File: src/rtl/qrs_pkg.sv
package qrs_pkg;

    typedef enum logic [1:0] {
        PH_ARMED = 2'd0,
        PH_MEAS  = 2'd1,
        PH_GUARD = 2'd2
    } qrs_phase_e;

    typedef struct packed {
        logic beat;
        logic noise;
    } qrs_event_t;

    function automatic int unsigned ticks_for_ms(input int unsigned rate_hz,
                                                 input int unsigned span_ms);
        return (rate_hz * span_ms) / 1000;
    endfunction

endpackage

File: src/rtl/qrs_magnitude.sv
module qrs_magnitude #(
    parameter int SAMPLE_W = 16,
    localparam int MAG_W   = SAMPLE_W - 1
) (
    input  logic signed [SAMPLE_W-1:0] smp,
    output logic        [MAG_W-1:0]    mag
);
    logic [SAMPLE_W-1:0] negated;
    logic                most_neg;

    always_comb begin
        negated  = (~smp) + 1'b1;
        most_neg = (smp == {1'b1, {MAG_W{1'b0}}});
        if (!smp[SAMPLE_W-1])
            mag = smp[MAG_W-1:0];
        else if (most_neg)
            mag = {MAG_W{1'b1}};
        else
            mag = negated[MAG_W-1:0];
    end
endmodule

File: src/rtl/qrs_window_timer.sv
module qrs_window_timer
    import qrs_pkg::*;
#(
    parameter int MEAS_TICKS  = 100,
    parameter int GUARD_TICKS = 120,
    localparam int CNT_W      = $clog2(GUARD_TICKS + 1)
) (
    input  logic       clk,
    input  logic       rst,
    input  logic       smp_valid,
    input  logic       beat_hit,
    input  logic       noise_hit,
    output qrs_phase_e phase,
    output logic       meas_last
);
    localparam logic [CNT_W-1:0] MEAS_END  = CNT_W'(MEAS_TICKS - 1);
    localparam logic [CNT_W-1:0] GUARD_END = CNT_W'(GUARD_TICKS - 1);

    logic [CNT_W-1:0] cnt;

    assign meas_last = smp_valid && (phase == PH_MEAS) && (cnt == MEAS_END);

    always_ff @(posedge clk) begin
        if (rst) begin
            phase <= PH_ARMED;
            cnt   <= '0;
        end else begin
            unique case (phase)
                PH_ARMED: begin
                    if (beat_hit) begin
                        phase <= PH_MEAS;
                        cnt   <= '0;
                    end
                end
                PH_MEAS: begin
                    if (smp_valid) begin
                        cnt <= cnt + 1'b1;
                        if (meas_last)
                            phase <= PH_GUARD;
                    end
                end
                PH_GUARD: begin
                    if (smp_valid) begin
                        cnt <= cnt + 1'b1;
                        if (noise_hit || (cnt == GUARD_END))
                            phase <= PH_ARMED;
                    end
                end
                default: phase <= PH_ARMED;
            endcase
        end
    end


    idle_hold_chk: assert property (@(posedge clk) disable iff (rst)
        (!smp_valid && phase != PH_ARMED) |=> $stable(cnt));


    meas_entry_chk: assert property (@(posedge clk) disable iff (rst)
        (phase == PH_ARMED && beat_hit) |=> (phase == PH_MEAS && cnt == '0));
endmodule

File: src/rtl/qrs_thresh_ctrl.sv
module qrs_thresh_ctrl
    import qrs_pkg::*;
#(
    parameter int MAG_W      = 15,
    parameter int THR_FLOOR  = 900,
    parameter int THR_CEIL   = 1320,
    parameter int DECAY_STEP = 2,
    parameter int NOISE_STEP = 64,
    localparam int EXT_W     = MAG_W + 2
) (
    input  logic             clk,
    input  logic             rst,
    input  logic             smp_valid,
    input  qrs_phase_e       phase,
    input  logic [MAG_W-1:0] mag,
    input  logic             beat_hit,
    input  logic             noise_hit,
    input  logic             meas_last,
    output logic [MAG_W-1:0] thr
);
    localparam logic [EXT_W-1:0] FLOOR_X = EXT_W'(THR_FLOOR);
    localparam logic [EXT_W-1:0] CEIL_X  = EXT_W'(THR_CEIL);
    localparam logic [EXT_W-1:0] DECAY_X = EXT_W'(DECAY_STEP);
    localparam logic [EXT_W-1:0] NOISE_X = EXT_W'(NOISE_STEP);

    logic [MAG_W-1:0] peak;
    logic [MAG_W-1:0] peak_next;
    logic [EXT_W-1:0] seeded;
    logic [EXT_W-1:0] raised;
    logic [EXT_W-1:0] lowered;
    logic [EXT_W-1:0] thr_x;
    logic             decay_en;

    always_comb begin
        peak_next = (mag > peak) ? mag : peak;
        seeded    = EXT_W'(peak_next) - EXT_W'(peak_next >> 2);
        if (seeded < FLOOR_X)
            seeded = FLOOR_X;
        else if (seeded > CEIL_X)
            seeded = CEIL_X;

        thr_x  = EXT_W'(thr);
        raised = thr_x + NOISE_X;
        if (raised > CEIL_X)
            raised = CEIL_X;

        if (thr_x < FLOOR_X + DECAY_X)
            lowered = FLOOR_X;
        else
            lowered = thr_x - DECAY_X;

        decay_en = smp_valid && (phase != PH_MEAS) && !beat_hit && !noise_hit;
    end

    always_ff @(posedge clk) begin
        if (rst) begin
            thr  <= FLOOR_X[MAG_W-1:0];
            peak <= '0;
        end else begin
            if (beat_hit)
                peak <= mag;
            else if (smp_valid && phase == PH_MEAS)
                peak <= peak_next;

            if (meas_last)
                thr <= seeded[MAG_W-1:0];
            else if (noise_hit)
                thr <= raised[MAG_W-1:0];
            else if (decay_en)
                thr <= lowered[MAG_W-1:0];
        end
    end


    thr_range_chk: assert property (@(posedge clk) disable iff (rst)
        (EXT_W'(thr) >= FLOOR_X) && (EXT_W'(thr) <= CEIL_X));


    meas_hold_chk: assert property (@(posedge clk) disable iff (rst)
        (phase == PH_MEAS && !meas_last) |=> $stable(thr));


    noise_raise_chk: assert property (@(posedge clk) disable iff (rst)
        noise_hit |=> ((thr > $past(thr)) || (EXT_W'(thr) == CEIL_X)));
endmodule

File: src/rtl/qrs_thresh_detector.sv
module qrs_thresh_detector
    import qrs_pkg::*;
#(
    parameter int SAMPLE_W    = 16,
    parameter int SAMPLE_RATE = 500,
    parameter int MEAS_MS     = 200,
    parameter int GUARD_MS    = 240,
    parameter int THR_FLOOR   = 900,
    parameter int THR_CEIL    = 1320,
    parameter int DECAY_STEP  = 2,
    parameter int NOISE_STEP  = 64
) (
    input  logic                clk,
    input  logic                rst,
    input  logic                smp_valid,
    input  logic [SAMPLE_W-1:0] smp_data,
    output logic                beat_pulse,
    output logic                noise_flag,
    output logic                interval_restart
);
    localparam int MAG_W       = SAMPLE_W - 1;
    localparam int MEAS_TICKS  = int'(ticks_for_ms(SAMPLE_RATE, MEAS_MS));
    localparam int GUARD_TICKS = int'(ticks_for_ms(SAMPLE_RATE, GUARD_MS));

    logic [MAG_W-1:0] mag;
    logic [MAG_W-1:0] thr;
    qrs_phase_e       phase;
    logic             meas_last;
    qrs_event_t       hit;

    qrs_magnitude #(.SAMPLE_W(SAMPLE_W)) u_mag (
        .smp (smp_data),
        .mag (mag)
    );

    always_comb begin
        hit.beat  = smp_valid && (phase == PH_ARMED) && (mag > thr);
        hit.noise = smp_valid && (phase == PH_GUARD) && (mag > thr);
    end

    qrs_window_timer #(
        .MEAS_TICKS  (MEAS_TICKS),
        .GUARD_TICKS (GUARD_TICKS)
    ) u_timer (
        .clk       (clk),
        .rst       (rst),
        .smp_valid (smp_valid),
        .beat_hit  (hit.beat),
        .noise_hit (hit.noise),
        .phase     (phase),
        .meas_last (meas_last)
    );

    qrs_thresh_ctrl #(
        .MAG_W      (MAG_W),
        .THR_FLOOR  (THR_FLOOR),
        .THR_CEIL   (THR_CEIL),
        .DECAY_STEP (DECAY_STEP),
        .NOISE_STEP (NOISE_STEP)
    ) u_thr (
        .clk       (clk),
        .rst       (rst),
        .smp_valid (smp_valid),
        .phase     (phase),
        .mag       (mag),
        .beat_hit  (hit.beat),
        .noise_hit (hit.noise),
        .meas_last (meas_last),
        .thr       (thr)
    );

    always_ff @(posedge clk) begin
        if (rst) begin
            beat_pulse       <= 1'b0;
            noise_flag       <= 1'b0;
            interval_restart <= 1'b0;
        end else begin
            beat_pulse       <= hit.beat;
            noise_flag       <= hit.noise;
            interval_restart <= hit.noise;
        end
    end


    beat_single_chk: assert property (@(posedge clk) disable iff (rst)
        beat_pulse |=> !beat_pulse);


    refractory_chk: assert property (@(posedge clk) disable iff (rst)
        (phase == PH_MEAS) |=> !beat_pulse);


    noise_excl_chk: assert property (@(posedge clk) disable iff (rst)
        noise_flag |-> !beat_pulse);


    most_neg_chk: assert property (@(posedge clk) disable iff (rst)
        (smp_data == {1'b1, {MAG_W{1'b0}}}) |-> (mag == {MAG_W{1'b1}}));


    idle_quiet_chk: assert property (@(posedge clk) disable iff (rst)
        !smp_valid |=> (!beat_pulse && !noise_flag && !interval_restart));
endmodule

File: config.mk
export PLATFORM = sky130hd
export DESIGN_NAME = qrs_thresh_detector
export DESIGN_NICKNAME = d
export VERILOG_FILES = /design/src/rtl/qrs_pkg.sv /design/src/rtl/qrs_magnitude.sv /design/src/rtl/qrs_window_timer.sv /design/src/rtl/qrs_thresh_ctrl.sv /design/src/rtl/qrs_thresh_detector.sv
export SDC_FILE = /design/constraint.sdc
export NUM_CORES = 1
export LEC_CHECK = 0
export BUFFER_PORTS_ARGS = -buffer_cell sky130_fd_sc_hd__buf_4
export CAP_MARGIN = 10
export CORE_MARGIN = 1.5
export CORE_UTILIZATION = 25
export CTS_CLUSTER_DIAMETER = 100
export CTS_CLUSTER_SIZE = 16
export DETAILED_ROUTE_END_ITERATION = 12
export GPL_TIMING_DRIVEN = 0
export PLACE_DENSITY = 0.5
export SETUP_SLACK_MARGIN = 0.2
export SYNTH_ARGS = -nofsm -noshare
export SYNTH_HDL_FRONTEND = slang
export SYNTH_HIERARCHICAL = 1
export SYNTH_SLANG_ARGS = --single-unit
File: constraint.sdc
create_clock -name clk -period 8.2 [get_ports clk]
set_input_delay 0.41 -clock clk [delete_from_list [all_inputs] [get_ports clk]]
set_output_delay 0.41 -clock clk [all_outputs]
set_load 0.01 [all_outputs]
Word level (Yosys, flattened, before mapping)

Index checks and enable logic that the tools add are counted.

Bits in registers: 41
Input port bits: 19
Logic and storage cells: 70

Add/subtract/negate cells: 5
$lt $le $gt $ge: 6
Equal/unequal tests: 12
Mux-type cells: 21
Bitwise logic cells: 1
Reductions and logical operators: 19

Operators by type and width:

| kind                                                          | number |
|---|---|
| two-way mux 15 bit                                            | 12 |
| > comparator 15 bit                                           | 2 |
| > comparator 17 x 11 -> 1 bit (second input constant)         | 1 |
| less-than comparator 17 x 10 -> 1 bit (second input constant) | 1 |
| adder 15 x 7 -> 16 bit (second input constant)                | 1 |
| == test 16 bit (second input constant)                        | 1 |
| > comparator 16 x 11 -> 1 bit (second input constant)         | 1 |
| subtractor 15 x 13 -> 16 bit                                  | 1 |
| adder 15 x 1 -> 15 bit (second input constant)                | 1 |
| less-than comparator 15 x 10 -> 1 bit (second input constant) | 1 |
| NOT 15 bit                                                    | 1 |
| subtractor 15 x 2 -> 15 bit (second input constant)           | 1 |
| == test 7 bit (second input constant)                         | 2 |
| two-way mux 7 bit                                             | 2 |
| case mux 7 bit (2 select lines)                               | 1 |
| two-way mux 2 bit                                             | 5 |
| logical AND 1 bit                                             | 9 |
| inequality test 2 x 1 -> 1 bit (second input constant)        | 4 |
| adder 7 x 1 -> 7 bit (second input constant)                  | 1 |
| inequality test 2 bit (second input constant)                 | 3 |
| case mux 2 bit (3 select lines)                               | 1 |
| AND reduction 5 bit                                           | 1 |
| nonzero test 2 bit                                            | 2 |
| AND reduction 3 bit                                           | 1 |
| other kinds (7)                                               | 8 |

Depth between registers and ports, before layout

Depth after elaboration: 12
Depth in mapped cells: 29
Depth with buffers taken out: 27

Modules after synthesis

Netlist, hierarchy kept.

Modules (own cells, without submodules):

| module              | instances | cells an instance | area an instance (sq um) | seq. area each (sq um) |
|---|---|---|---|---|
| qrs_thresh_ctrl     | 1         | 443               | 3,360.7                  | 600.6 |
| qrs_window_timer    | 1         | 65                | 624.3                    | 180.2 |
| qrs_thresh_detector | 1         | 66                | 494.2                    | 40.0 |
| qrs_magnitude       | 1         | 62                | 419.2                    | 0.0 |

Worst setup path after synthesis

No wires, ideal clock.

Path type: input port to flip-flop
Start point: in smp_data[0]
End point: reg u_thr.thr[3]
Arrival: 6.269 ns
Required time: 8.088 ns
Setup slack: 1.819 ns
Stages on the path: 27
Cell sequence: inv_1 > ha_1 > or4b_4 > or4_4 > o41ai_1 > a21oi_1 > ha_1 > nand3_2 > nor3_2 > o21ai_2 > a21oi_4 > buf_6 > clkbuf_1 > o21ai_0 > ha_1 > inv_1 > fa_1 > a21oi_1 > maj3_2 > o31ai_2 > nand2_1 > mux2i_1 > mux2i_1 > nor2_1 > o41ai_2 > o21ai_1 > a2111oi_1

Word-level cells in the longest chain between the ends: 11
Elaborated cells between the ends (all ways): 22
Classes of those cells: add/sub (2); order compare (4); eq/ne (1); mux (7); bitwise (1); reduce/logical (7)

RTL lines:

| element                       | RTL line                  | RTL |
|---|---|---|
| start: declaration            | qrs_thresh_detector.sv:16 | `input logic [SAMPLE_W-1:0] smp_data,` |
| NOT 15 bit                    | qrs_magnitude.sv:12       | `negated = (~smp) + 1'b1;` |
| adder 15 x 1 -> 15 bit        | qrs_magnitude.sv:12       |  |
| two-way mux 15 bit (*)        | qrs_magnitude.sv:16       | `else if (most_neg)` |
| two-way mux 15 bit (*)        | qrs_magnitude.sv:14       | `if (!smp[SAMPLE_W-1])` |
| via mag[12]                   | qrs_thresh_detector.sv:25 | `logic [MAG_W-1:0] mag;` |
| > comparator 15 bit           | qrs_thresh_ctrl.sv:35     | `peak_next = (mag > peak) ? mag : peak;` |
| two-way mux 15 bit            | qrs_thresh_ctrl.sv:35     |  |
| subtractor 15 x 13 -> 16 bit  | qrs_thresh_ctrl.sv:36     | `seeded = EXT_W'(peak_next) - EXT_W'(peak_next >> 2);` |
| > comparator 17 x 11 -> 1 bit | qrs_thresh_ctrl.sv:39     | `else if (seeded > CEIL_X)` |
| two-way mux 15 bit            | qrs_thresh_ctrl.sv:39     |  |
| two-way mux 15 bit            | qrs_thresh_ctrl.sv:37     | `if (seeded < FLOOR_X)` |
| two-way mux 15 bit            | qrs_thresh_ctrl.sv:65     | `if (meas_last)` |
| end signal: assignment        | qrs_thresh_ctrl.sv:66     | `thr <= seeded[MAG_W-1:0];` |
| end signal: assignment        | qrs_thresh_ctrl.sv:68     | `thr <= raised[MAG_W-1:0];` |
| end signal: assignment        | qrs_thresh_ctrl.sv:70     | `thr <= lowered[MAG_W-1:0];` |
| end: declaration              | qrs_thresh_ctrl.sv:19     | `output logic [MAG_W-1:0] thr` |

Mark *: on every way through the listed nets, which the timed path passes. The rest lies on a longest branch.
A chain may end at the register's enable or synchronous reset.

Worst setup path after layout

Start point: in smp_data[0]
End point: reg u_thr.thr[6]

The elaborated chain is that of the path after synthesis.

==> flow_metrics.env <==
export IMPL_status="finished, final reports clean"
export IMPL_vias=4627
export IMPL_cp_slowest_cell="xor2_1"
export IMPL_fin_cells=929
export IMPL_track_usage_pct=14.2
export IMPL_clockRootBuffer="clkbuf_16"
export IMPL_ctsResizeCount=0
export IMPL_num_rows=51
export IMPL_insertion_delay_ns=0.29
export IMPL_final_common_cell="nor2_1"
export IMPL_arrival_ns=7.53
export IMPL_syn_to_final_growth_pct=13.3
export IMPL_die_area_sq_mm=0.0204
export IMPL_grt_ovfl_total=0
export IMPL_postCtsSetupBuffers=0
export IMPL_final_cell_mix="nor2_1 (66), inv_1 (62), a21oi_1 (56)"
export IMPL_cts_buffer_depth=2
export IMPL_n_antenna_cell=0
export IMPL_hold_buffers=0
export IMPL_wirelength_um=13900
export IMPL_h_tree_depth=2
export IMPL_path_class="input port to flip-flop"
export IMPL_drc_errors=0
export IMPL_syn_avg_cell_area_sq_um=7.70
export IMPL_start_kind="input port"
export IMPL_yosysSeqAreaShare_pct=16.8
export IMPL_power_total_mw=1.59
export IMPL_drtAntennaViolNets=0
export IMPL_port_buffers=20
export IMPL_hp_class="input port to flip-flop"
export IMPL_grt_start_max_net_pins=15
export IMPL_dp_hpwl_um=11000
export IMPL_min_path_cells=2
export IMPL_finalMaxSlewViolations=0
export IMPL_cap_viol_max_count=0
export IMPL_worst_pin_slew_ns=1.10
export IMPL_wl_per_cell_um=15.0
export IMPL_hold_viol_final=0
export IMPL_leakagePower_nw=2.31
export IMPL_ys_types=86
export IMPL_drive_above_1_share_pct=11.0
export IMPL_worst_endpoint_required_ns=8.39
export IMPL_multi_input_area_sq_mm=0.00373
export IMPL_ys_flop_type="dfxtp_1"
export IMPL_r2r_cells=23
export IMPL_netlist_area_sq_mm=0.00490
export IMPL_die_x_um=143
export IMPL_drt_initial_drc_count=353
export IMPL_powerDensity_mw_per_mm2=286
export IMPL_fin_tns_setup_ns=0
export IMPL_grt_pass1_wl_um=23000
export IMPL_relSlewSlack_pct=26.7
export IMPL_critical_path_depth=28
export IMPL_post_route_min_period_ns=7.34
export IMPL_fin_crit_sh_pct=89.5
export IMPL_synthCells=636
export IMPL_rsz0062_at_grt="no"
export IMPL_synthesis_nets=710
export IMPL_dp_cells=921
export IMPL_grt_pass1_vias=4259
export IMPL_die_y_um=143
export IMPL_critical_path_top_delay_family="compound AO/OA/AOI/OAI gates"
export IMPL_nets=737
export IMPL_ys_warn_count=6
export IMPL_ys_ff_latch=41
export IMPL_core_area_sq_mm=0.0193
export IMPL_clk_pin_slew_worst_paths_ns=0.07
export IMPL_viasPerCell=4.98
export IMPL_fmax_ghz=0.136
export IMPL_crit_top_cell="ha_1"
export IMPL_gp_congestion=0.854
export IMPL_cts_buffers=5
export IMPL_cp_end_kind="flip-flop"
export IMPL_synthArstFlopShare_pct=0
export IMPL_start_util_pct=25.3
export IMPL_slowest_delay_ns=0.62
export IMPL_seqCellArea_sq_um=821
export IMPL_finClkSkew_ns=0.00688
export IMPL_crit_buf_inv=5
export IMPL_ioPinCount=22
export IMPL_irDropWorstVdd_v=0.000135
export IMPL_cp_max_fo=10
export IMPL_setup_violations=0
export IMPL_firstDrtPassIters=5
export IMPL_antenna_found_initial=0
export IMPL_cts_tree="yes"
export IMPL_cts_sinks=41
export IMPL_nFillCells=2131
export IMPL_synth_edf_count=0
-- per-stage QoR --
| step | instance area [sq um] | util [%] | setup slack, ns | hold slack (ns) |
|---|---|---|---|---|
| floorplan | 4900 | - | 1.82 | 0.463 |
| global placement | 5380 | 27.8 | 0.593 | 0.477 |
| detailed placement | 5380 | 27.8 | 0.622 | 0.485 |
| CTS | 5550 | 28.7 | 0.896 | 0.335 |
| global route | 5550 | 28.7 | 0.292 | 0.355 |
| finish | 5550 | 28.7 | 0.864 | 0.338 |
-- state kept, by name, indices dropped and copies added, names as in the netlist --
register,cells
beat_pulse,1
interval_restart,1
u_thr/peak,15
u_thr/thr,15
u_timer/cnt,7
u_timer/phase,2
-- Yosys cell counts, drive strengths merged (5+ instances only) --
library cell,number,share of area (%)
xnor2,18,3.4
o211ai,6,1.0
or3,5,0.74
ha,54,14
nor2,67,5.3
o31ai,7,1.2
mux2i,24,5.2
nor4,9,1.1
nor2b,7,0.89
xor2,16,3.0
buf,7,0.89
a31oi,6,0.89
a21o,12,1.8
nand3b,8,1.5
nand3,15,1.6
inv,62,4.8
a21oi,58,6.2
nand2,41,3.3
a211oi,6,1.0
a221oi,7,1.5
dfxtp,41,17
o21ai,34,3.6
o41ai,5,1.6
or4,8,1.5
nand4,14,1.9
nor3,9,1.0
and2,8,1.0
clkbuf,17,1.5
-- cell type report --
| class | instances | area share (%) |
|---|---|---|
| timing repair buffer | 20 | 2.70 |
| buffer | 24 | 2.12 |
| tap | 265 | 5.97 |
| clock inverter | 3 | 0.834 |
| sequential | 41 | 14.8 |
| multi-input combinational | 509 | 67.1 |
| clock buffer | 5 | 2.25 |
| inverter | 62 | 4.19 |
-- worst paths after layout --
path / start / endpoint / slack, ns
worst max-delay path: smp_data[0] / u_thr/thr[6] / 0.86
worst min register to register: u_thr/peak[11] / u_thr/peak[11] / 0.49
worst min-delay path: rst / u_timer/cnt[0] / 0.34
worst max register to register: u_thr/peak[5] / u_thr/thr[6] / 2.30
-- where the power goes --
part | leakage [nW] | internal, mW | switching (mW)
combinational | 1.89 | 0.427 | 0.647
sequential | 0.334 | 0.232 | 0.0430
clock | 0.0800 | 0.145 | 0.0950
-- cell families (layout without fill, tap and decap cells) --
family,after synthesis,after routing,synth area share (%)
multiplexers,26,26,5.70
XOR/XNOR,34,34,6.39
adder cells (fa/ha/maj),57,57,14.7
AO/OA/AOI/OAI,175,175,25.1
buffers and inverters,86,114,7.15
flip-flops,41,41,16.8
AND/OR/NAND/NOR,217,217,24.2
-- worst reg2reg max path, delay by kind of cell, from the launching register on --
| kind | cells | cell delay (ns) |
|---|---|---|
| DFF | 1 | 0.30 |
| xor gates and xnor gates | 1 | 0.62 |
| buffers and inverters | 5 | 0.97 |
| AOI/OAI and AO/OA | 9 | 1.94 |
| and+or+nand+nor | 3 | 0.49 |
| adders and majority gates | 4 | 1.12 |
| muxes | 1 | 0.35 |
-- routing by layer --
metal	GRT usage (%)	wire length, um	up-vias
met5	0	0	-
met4	2.93	119	0
met3	1.21	318	9
met2	22.0	6090	64
met1	21.2	7380	2181
li1	-	-	2373
(Power assumes the default switching activity.)
